==> src/rtl/calbcd_pkg.sv <==
`timescale 1ns/1ps
package calbcd_pkg;

    localparam int BCD_DIG_W = 4;
    localparam int FIELD_W   = 2 * BCD_DIG_W;
    localparam int YEAR_DIGS = 4;
    localparam int YEAR_W    = YEAR_DIGS * BCD_DIG_W;

    typedef struct packed {
        logic [YEAR_W-1:0]    year;
        logic [FIELD_W-1:0]   month;
        logic [FIELD_W-1:0]   date;
        logic [BCD_DIG_W-1:0] dow;
        logic [FIELD_W-1:0]   hour;
        logic [FIELD_W-1:0]   min;
        logic [FIELD_W-1:0]   sec;
    } cal_time_t;

    localparam cal_time_t CAL_RESET = '{
        year: 16'h2000, month: 8'h01, date: 8'h01, dow: 4'h1,
        hour: 8'h00, min: 8'h00, sec: 8'h00
    };

    // Two BCD digits (tens, ones) divisible by 4: (10t + o) mod 4 == (2t + o) mod 4
    function automatic logic bcd_pair_div4(input logic [FIELD_W-1:0] v);
        logic [5:0] s;
        s = {1'b0, v[7:4], 1'b0} + {2'b00, v[3:0]};
        return (s[1:0] == 2'b00);
    endfunction

    // Gregorian rule on a four-digit BCD year
    function automatic logic year_is_leap(input logic [YEAR_W-1:0] y);
        if (y[7:0] == 8'h00)
            return bcd_pair_div4(y[15:8]);
        return bcd_pair_div4(y[7:0]);
    endfunction

    function automatic logic [FIELD_W-1:0] month_last(input logic [FIELD_W-1:0] m,
                                                      input logic leap);
        case (m)
            8'h02:                      return leap ? 8'h29 : 8'h28;
            8'h04, 8'h06, 8'h09, 8'h11: return 8'h30;
            default:                    return 8'h31;
        endcase
    endfunction

endpackage

==> src/rtl/cal_bcd_field.sv <==
`timescale 1ns/1ps
module cal_bcd_field #(
    parameter int            DIGITS = 2,
    parameter int            W      = 4 * DIGITS,
    parameter logic [W-1:0]  FIRST  = '0,
    parameter logic [W-1:0]  RSTV   = '0
) (
    input  logic         clk,
    input  logic         rst,
    input  logic         step,
    input  logic         load,
    input  logic [W-1:0] ld_val,
    input  logic [W-1:0] last_val,
    output logic [W-1:0] val_q,
    output logic [W-1:0] val_d,
    output logic         wrap
);

    logic [W-1:0]      inc;
    logic [DIGITS-1:0] cin;

    generate
        for (genvar g = 0; g < DIGITS; g++) begin : g_dig
            if (g == 0) begin : g_lsd
                assign cin[g] = 1'b1;
            end else begin : g_upper
                assign cin[g] = cin[g-1] && (val_q[4*(g-1) +: 4] == 4'd9);
            end
            assign inc[4*g +: 4] = !cin[g]                    ? val_q[4*g +: 4] :
                                   (val_q[4*g +: 4] == 4'd9)  ? 4'd0 :
                                   val_q[4*g +: 4] + 4'd1;
        end
    endgenerate

    always_comb begin
        wrap = step && !load && (val_q == last_val);
        if (load)
            val_d = ld_val;
        else if (step)
            val_d = (val_q == last_val) ? FIRST : inc;
        else
            val_d = val_q;
    end

    always_ff @(posedge clk) begin
        if (rst) val_q <= RSTV;
        else     val_q <= val_d;
    end

    // a field that starts within its range stays within it after a step
    a_r5_within_last: assert property (@(posedge clk) disable iff (rst)
        (step && !load && val_q <= last_val && val_q >= FIRST) |=> (val_q <= last_val));

    // no step and no load keeps the field
    a_r9_idle_stable: assert property (@(posedge clk) disable iff (rst)
        (!step && !load) |=> $stable(val_q));

    // a wrap returns the field to its first value
    a_r2_wrap_first: assert property (@(posedge clk) disable iff (rst)
        wrap |=> (val_q == FIRST));

endmodule

==> src/rtl/cal_month_len.sv <==
`timescale 1ns/1ps
module cal_month_len
    import calbcd_pkg::*;
(
    input  logic [YEAR_W-1:0]  year,
    input  logic [FIELD_W-1:0] month,
    output logic [FIELD_W-1:0] last_date,
    output logic               leap
);

    always_comb begin
        leap      = year_is_leap(year);
        last_date = month_last(month, leap);
    end

    // February length agrees with the leap flag
    always_comb begin
        if (month == 8'h02)
            a_r6_feb_len: assert (last_date == (leap ? 8'h29 : 8'h28));
    end

endmodule

==> src/rtl/cal_bcd_clock.sv <==
`timescale 1ns/1ps
module cal_bcd_clock
    import calbcd_pkg::*;
(
    input  logic                 clk,
    input  logic                 rst,
    input  logic                 tick,
    input  logic                 hold,
    input  logic                 load,
    input  logic [FIELD_W-1:0]   ld_sec,
    input  logic [FIELD_W-1:0]   ld_min,
    input  logic [FIELD_W-1:0]   ld_hour,
    input  logic [BCD_DIG_W-1:0] ld_dow,
    input  logic [FIELD_W-1:0]   ld_date,
    input  logic [FIELD_W-1:0]   ld_month,
    input  logic [YEAR_W-1:0]    ld_year,
    output logic [FIELD_W-1:0]   t_sec,
    output logic [FIELD_W-1:0]   t_min,
    output logic [FIELD_W-1:0]   t_hour,
    output logic [BCD_DIG_W-1:0] t_dow,
    output logic [FIELD_W-1:0]   t_date,
    output logic [FIELD_W-1:0]   t_month,
    output logic [YEAR_W-1:0]    t_year
);

    cal_time_t live_q, live_d, shown_q;
    logic      sec_wrap, min_wrap, hour_wrap, dow_wrap, date_wrap, month_wrap, year_wrap;
    logic [FIELD_W-1:0] date_last;
    logic               leap_now;

    cal_month_len u_mlen (
        .year(live_q.year), .month(live_q.month),
        .last_date(date_last), .leap(leap_now)
    );

    cal_bcd_field #(.DIGITS(2), .FIRST(8'h00), .RSTV(CAL_RESET.sec)) u_sec (
        .clk(clk), .rst(rst), .step(tick), .load(load), .ld_val(ld_sec),
        .last_val(8'h59), .val_q(live_q.sec), .val_d(live_d.sec), .wrap(sec_wrap));

    cal_bcd_field #(.DIGITS(2), .FIRST(8'h00), .RSTV(CAL_RESET.min)) u_min (
        .clk(clk), .rst(rst), .step(sec_wrap), .load(load), .ld_val(ld_min),
        .last_val(8'h59), .val_q(live_q.min), .val_d(live_d.min), .wrap(min_wrap));

    cal_bcd_field #(.DIGITS(2), .FIRST(8'h00), .RSTV(CAL_RESET.hour)) u_hour (
        .clk(clk), .rst(rst), .step(min_wrap), .load(load), .ld_val(ld_hour),
        .last_val(8'h23), .val_q(live_q.hour), .val_d(live_d.hour), .wrap(hour_wrap));

    cal_bcd_field #(.DIGITS(1), .FIRST(4'h1), .RSTV(CAL_RESET.dow)) u_dow (
        .clk(clk), .rst(rst), .step(hour_wrap), .load(load), .ld_val(ld_dow),
        .last_val(4'h7), .val_q(live_q.dow), .val_d(live_d.dow), .wrap(dow_wrap));

    cal_bcd_field #(.DIGITS(2), .FIRST(8'h01), .RSTV(CAL_RESET.date)) u_date (
        .clk(clk), .rst(rst), .step(hour_wrap), .load(load), .ld_val(ld_date),
        .last_val(date_last), .val_q(live_q.date), .val_d(live_d.date), .wrap(date_wrap));

    cal_bcd_field #(.DIGITS(2), .FIRST(8'h01), .RSTV(CAL_RESET.month)) u_month (
        .clk(clk), .rst(rst), .step(date_wrap), .load(load), .ld_val(ld_month),
        .last_val(8'h12), .val_q(live_q.month), .val_d(live_d.month), .wrap(month_wrap));

    cal_bcd_field #(.DIGITS(YEAR_DIGS), .FIRST(16'h0000), .RSTV(CAL_RESET.year)) u_year (
        .clk(clk), .rst(rst), .step(month_wrap), .load(load), .ld_val(ld_year),
        .last_val(16'h9999), .val_q(live_q.year), .val_d(live_d.year), .wrap(year_wrap));

    // Visible copy: follows the next live value unless held
    always_ff @(posedge clk) begin
        if (rst)       shown_q <= CAL_RESET;
        else if (!hold) shown_q <= live_d;
    end

    assign t_sec   = shown_q.sec;
    assign t_min   = shown_q.min;
    assign t_hour  = shown_q.hour;
    assign t_dow   = shown_q.dow;
    assign t_date  = shown_q.date;
    assign t_month = shown_q.month;
    assign t_year  = shown_q.year;

    // held outputs do not move
    a_r10_hold_freeze: assert property (@(posedge clk) disable iff (rst)
        hold |=> $stable(shown_q));

    // load takes effect on the outputs after one edge when not held
    a_r8_load_visible: assert property (@(posedge clk) disable iff (rst)
        (load && !hold) |=> (t_sec == $past(ld_sec) && t_min == $past(ld_min) &&
                             t_hour == $past(ld_hour) && t_dow == $past(ld_dow) &&
                             t_date == $past(ld_date) && t_month == $past(ld_month) &&
                             t_year == $past(ld_year)));

    // day of week restarts at 1 after 7
    a_r4_dow_restart: assert property (@(posedge clk) disable iff (rst)
        dow_wrap |=> (live_q.dow == 4'h1));

    // year rollover lands on 0000 together with January
    a_r7_year_rollover: assert property (@(posedge clk) disable iff (rst)
        year_wrap |=> (live_q.year == 16'h0000 && live_q.month == 8'h01));

    // on a leap year, Feb 28 at midnight moves to Feb 29
    a_r6_leap_feb: assert property (@(posedge clk) disable iff (rst)
        (hour_wrap && leap_now && live_q.month == 8'h02 && live_q.date == 8'h28)
        |=> (live_q.date == 8'h29));

endmodule

==> config.mk <==
export PLATFORM = sky130hd
export DESIGN_NAME = cal_bcd_clock
export DESIGN_NICKNAME = d
export VERILOG_FILES = /design/src/rtl/calbcd_pkg.sv /design/src/rtl/cal_bcd_field.sv /design/src/rtl/cal_month_len.sv /design/src/rtl/cal_bcd_clock.sv
export SDC_FILE = /design/constraint.sdc
export NUM_CORES = 1
export LEC_CHECK = 0
export BUFFER_PORTS_ARGS = -buffer_cell sky130_fd_sc_hd__buf_2
export CAP_MARGIN = 20
export CORE_ASPECT_RATIO = 0.8
export CORE_MARGIN = 1
export CORE_UTILIZATION = 45
export DETAILED_ROUTE_END_ITERATION = 8
export PLACE_DENSITY = 0.8
export SLEW_MARGIN = 10
export SYNTH_ARGS = -nofsm -noshare
export SYNTH_HDL_FRONTEND = slang
export SYNTH_SLANG_ARGS = --single-unit
==> constraint.sdc <==
create_clock -name clk -period 2.6 [get_ports clk]
set_input_delay 0.26 -clock clk [delete_from_list [all_inputs] [get_ports clk]]
set_output_delay 0.26 -clock clk [all_outputs]
set_load 0.01 [all_outputs]
# Yosys cells after proc, flatten, opt, wreduce, memory -nomap -nowiden
# Cells that the tools add are included.
# W data, S select, Z words.
[word_totals] ff_bits=120 in_bits=65 output_inout_bits=60 word_cells=124
[classes] addsub=17 eq_ne=27 mux=49 reduce_logical=17
[ops] operator="$mux W8" count=15
[ops] operator="$mux W4" count=26
[ops] operator="$add A4 B1 Y4 const B" count=15
[ops] operator="$eq A4 B4 Y1 const B" count=15
[ops] operator="$mux W16" count=3
[ops] operator="$eq A16 B16 Y1 const B" count=1
[ops] operator="$eq A8 B3 Y1 const B" count=2
[ops] operator="$eq A8 B5 Y1 const B" count=2
[ops] operator="$eq A8 B7 Y1 const B" count=2
[ops] operator="$pmux W8 S2" count=1
[ops] operator="$logic_and A1 B1 Y1" count=12
[ops] operator="$eq A8 B2 Y1 const B" count=1
[ops] operator="$eq A8 B4 Y1 const B" count=1
[ops] operator="$eq A8 B6 Y1 const B" count=1
[ops] operator="$eq A8 B8 Y1" count=1
[ops] operator="$logic_not A8 Y1" count=1
[ops] operator="$add A2 B2 Y2" count=2
[ops] operator="$eq A4 B3 Y1 const B" count=1
[ops] operator="$logic_not A2 Y1" count=2
[ops] operator="$mux W1" count=4
[ops] operator="$reduce_or A4 Y1" count=1
[ops] operator="$logic_not A1 Y1" count=1

# Longest topological paths before layout
[depth] word_depth=13 mapped_depth=11 depth_no_buf=9

# Hierarchy
# A second synthesis with hierarchy kept.
[unflattened] hier_cells=846 hier_area_um2=7548.5
[modules_own_cells] module="cal_bcd_clock" instances=1 cells_each=196 area_per_inst_um2=2167.1 seq_area_each_um2=1201.2
[modules_own_cells] module="cal_bcd_field at u_hour ..." instances=2 cells_each=83 area_per_inst_um2=721.9 seq_area_each_um2=160.2
[modules_own_cells] module="cal_bcd_field at u_date ..." instances=2 cells_each=86 area_per_inst_um2=703.2 seq_area_each_um2=160.2
[modules_own_cells] module="cal_bcd_field at u_year" instances=1 cells_each=163 area_per_inst_um2=1331.3 seq_area_each_um2=320.3
[modules_own_cells] module="cal_bcd_field at u_sec" instances=1 cells_each=85 area_per_inst_um2=698.2 seq_area_each_um2=160.2
[modules_own_cells] module="cal_bcd_field at u_dow" instances=1 cells_each=39 area_per_inst_um2=327.8 seq_area_each_um2=80.1
[modules_own_cells] module="cal_month_len" instances=1 cells_each=25 area_per_inst_um2=173.9 seq_area_each_um2=0.0

# Worst setup path before layout
# OpenSTA, ideal clock, no wires.
[synth_timing] path_type="reg-to-reg" startpoint="register u_min.val_q[0]" endpoint="register shown_q, in the netlist t_month[5]" setup_ns=0.116 arrival_time_ns=2.687 required_ns=2.484 path_slack_ns=-0.203 stages_incl_launch_ff=10 n_path_buf=1 period_less_slack_ns=2.803 cell_sequence="dfxtp_1 ha_1 nand3b_1 or3_1 buf_2 a2111oi_0 mux2i_1 nor2_1 mux2_2 a31o_2"
[synth_via] elab_chain_len=8
[synth_rtl] element="start: declaration" line_no="cal_bcd_field.sv:14" rtl="output logic [W-1:0] val_q,"
[synth_rtl] element="start signal: assignment" line_no="cal_bcd_field.sv:47" rtl="else val_q <= val_d;"
[synth_rtl] element="$eq A8 B7 Y1" line_no="cal_bcd_field.sv:36" rtl="wrap = step && !load && (val_q == last_val);"
[synth_rtl] element="$logic_and A1 B1 Y1 (5 in a row)" line_no="cal_bcd_field.sv:36"
[synth_rtl] element="$mux W8" line_no="cal_bcd_field.sv:39" rtl="else if (step)"
[synth_rtl] element="$mux W8" line_no="cal_bcd_field.sv:37" rtl="if (load)"
[synth_rtl] element="end signal: assignment" line_no="cal_bcd_clock.sv:67" rtl="else if (!hold) shown_q <= live_d;"
[synth_rtl] element="end: declaration" line_no="cal_bcd_clock.sv:26" rtl="cal_time_t live_q, live_d, shown_q;"
# No other way between the ends.
# A chain may end at the register's enable or synchronous reset.

# Final worst setup path
[layout_timing] startpoint="register u_sec.val_q[2]" endpoint="register shown_q, in the netlist t_month[3]"
[layout_via] elab_chain_len=10
[layout_rtl] element="start: declaration" line_no="cal_bcd_field.sv:14"
[layout_rtl] element="start signal: assignment" line_no="cal_bcd_field.sv:47"
[layout_rtl] element="$eq A8 B7 Y1" line_no="cal_bcd_field.sv:36"
[layout_rtl] element="$logic_and A1 B1 Y1 (7 in a row)" line_no="cal_bcd_field.sv:36"
[layout_rtl] element="$mux W8" line_no="cal_bcd_field.sv:39"
[layout_rtl] element="$mux W8" line_no="cal_bcd_field.sv:37"
# No other way between the ends.

==> results.cfg <==
[run_status]
status = finished, final reports clean

[timing]
clock_skew_ns = 0.0103
slew_viol_final = 0
worst_slack_ns = 0.0209
finalHoldViolations = 0
period_share_pct = 99.2
period_needed_ns = 2.58
tightestPinTransition_ns = 0.985
hold_slack_ns = 0.0761
tns_ns = 0
slew_headroom_pct = 34.4
setup-violations-final = 0
rsz0062_at_grt = true
fmax_mhz = 388

[critical_path]
cp-endpoint = t_month[3]
worstSetupEndpointType = flip-flop
cp_slowest_cell = or4_4
path_class = flip-flop to flip-flop
regToRegSetupSlack_ns = 0.02
start_kind = flip-flop
path_cells = nand4b_1, buf_4, or2_4, or3_4, or4_4, a221oi_4, o32ai_2
cp_top_family = simple AND/OR/NAND/NOR gates
regToRegStartpoint = u_sec.val_q[2]
worst_r2r_path_depth = 7
path_max_fanout = 4
cp.arrival_ns = 2.86
crit_start = u_sec.val_q[2]
worst_r2r_endpoint = t_month[3]
path_buf_inv = 1
slowest_delay_ns = 0.56
worstPathRequired_ns = 2.88
cp.depth = 7

[grt]
grt.overflow.total = 0
grt_max_degree = 121
grt_pass1_vias = 6239
antenna_found_initial = 1
grt_first_pass_wirelength_um = 29800
grt_usage_pct = 25.7

[logic_synthesis]
yosysTopAreaCellShare_pct = 37.3
netlist_top_cells_area = dfxtp_1 (37%), nor2_1 (6.0%), nand2_1 (5.3%)
synth.avg_cell_area_um2 = 7.98
syn-cell-area_um2 = 6430
synthCells = 806
ys_async_sr_fraction_pct = 0
synth_edf_count = 0
ys_seq_elements = 120
synth_nets = 886
yosysWarningCount = 0
synthFlopType = dfxtp_1
yosys.cell_types.count = 74
seq_area_frac_synth_pct = 37.3
synth_top_area_cell = dfxtp_1

[floorplan]
fp.dieH_um = 109
dieArea_um2 = 14800
initial_utilization_pct = 46.8
die_x_um = 136
core_um2 = 13700
io_pins = 125
placementRows = 38

[drt]
routedWlPerCell_um = 16.4
antenna_left = 0
drt_pass1_iterations = 6
vias_per_cell = 5.73
vias = 6676
first_iter_violations = 634
wirelength_um = 19100
drc = 0

[layout]
drive_gt1_share_pct = 28.5
fin_nets = 1053
fillers = 1230
syn2layout_area_growth_pct = 31.7
fin_util_pct = 61.6

[placed_design]
place_hpwl_um = 12400
io_buffers = 124
place.gp.congestion = 0.890
preCtsSetupSlack_ns = -0.123

[clock_network]
clock-root-buffer = clkbuf_16
cts.sinks = 120
cts_made_buffers = 17
cts_tree = done
clkLatencyLatePin_ns = 0.42
htree_levels = 4
clk_path_buf_depth = 2
clk_pin_slew_ns = 0.06

[pwr]
leakage_nw = 3.52
ir_drop_mv = 0.454
total_power_mw = 5.08
powerDensity_nw_per_um2 = 600

[min_path]
hp-class = input pin to flip-flop

[flow_run]
cap_violations = 0
-- Yosys cell counts (6+ instances only) --
cell / n
and3_1: 7
or3_1: 12
a21oi_1: 50
dfxtp_1: 120
nand2_1: 91
o22ai_1: 6
inv_1: 30
nor3b_1: 7
nor3_1: 36
nand4_1: 6
xnor2_1: 10
o31ai_1: 6
nor4_1: 11
mux2i_1: 21
ha_1: 15
nand3_1: 14
o21a_1: 8
o21ai_0: 38
nor2_1: 103
a31oi_1: 10
mux2_2: 6
a211oi_1: 24
nor2b_1: 21
nand2b_1: 10
clkbuf_1: 32
o32ai_1: 9
-- sequential cells by signal, summed over array words and instances, names as in the netlist --
name           count
u_dow.val_q        4
u_year.val_q      16
u_month.val_q      8
u_min.val_q        8
t_date             8
u_sec.val_q        8
t_sec              8
t_month            8
u_hour.val_q       8
t_min              8
t_hour             8
t_year            16
t_dow              4
u_date.val_q       8
-- placed cells by master (no fill, tap or decap), drive strengths merged, types with 12 or more instances in the layout --
| cell | instances |
|---|---|
| a211oi | 24 |
| a21oi | 50 |
| buf | 193 |
| clkbuf | 24 |
| dfxtp | 120 |
| ha | 15 |
| inv | 30 |
| mux2i | 21 |
| nand2 | 92 |
| nand3 | 14 |
| nor2 | 103 |
| nor2b | 21 |
| nor3 | 37 |
| nor4 | 12 |
| o21ai | 38 |
| or3 | 12 |
-- worst min path at each step --
stage                    start          to  slack (ns)  cells past startpoint
floorplan           ld_year[4]   t_year[4]        0.38                      2
global placement     t_hour[6]   t_hour[6]        0.45                      2
detailed placement  t_year[15]  t_year[15]        0.45                      2
CTS                 ld_year[4]   t_year[4]        0.07                      3
global route        ld_year[4]   t_year[4]        0.07                      3
finish              ld_year[4]   t_year[4]        0.08                      3
-- final cells by class --
class	instances	area [um2]	share of cell area [%]
tap	180	225	2.66
sequential	120	2420	28.5
inverter	30	113	1.33
timing repair buffer	193	1180	13.9
antenna	1	2.50	0.0295
clock buffer	24	492	5.81
multi-input combinational	611	3980	46.9
clock inverter	7	68.8	0.812
-- repair_timing --
action,4_1_cts,5_1_grt
hold buffers,0,0
gates resized for setup,12,40
setup endpoints to repair,19,47
setup buffers,2,5
pin swaps,4,10
-- stage by stage --
step,cell area [um2],std cells
detailed placement,7600,1127
global placement,7600,1127
finish,8470,1166
global route,8470,1166
CTS,8250,1160
floorplan,6460,806
-- kinds of logic (layout without fill, tap and decap cells) --
| kind of cell | Yosys count | after routing | share of synthesized area, % |
|---|---|---|---|
| AOI/OAI and AO/OA | 205 | 205 | 21.6 |
| xor gates and xnor gates | 14 | 14 | 1.91 |
| adders and majority gates | 15 | 15 | 2.92 |
| buffers and inverters | 75 | 254 | 4.86 |
| DFF | 120 | 120 | 37.3 |
| muxes | 27 | 27 | 4.32 |
| other | 0 | 1 | 0 |
| and+or+nand+nor | 350 | 350 | 27.1 |
-- power breakdown --
group	leakage (nW)	internal [mW]	total (mW)	switching [mW]
registers	0.994	1.96	2.06	0.0956
clock network	0.272	1.41	2.25	0.844
logic	2.25	0.346	0.778	0.432
-- worst reg2reg max path, cell delays in order (launching register included) --
cell      delay (ns)
dfxtp_1         0.30
nand4b_1        0.27
buf_4           0.22
or2_4           0.25
or3_4           0.41
or4_4           0.56
a221oi_4        0.33
o32ai_2         0.10
-- layer usage --
metal	share of wire, %	GRT usage (%)	up-vias
li1	-	-	3256
met1	45	33.6	3141
met2	46	41.4	242
met3	6.4	5.63	37
met4	2.1	9.87	0
met5	0	0	-
Note: power is estimated with default switching activity, not from simulation.
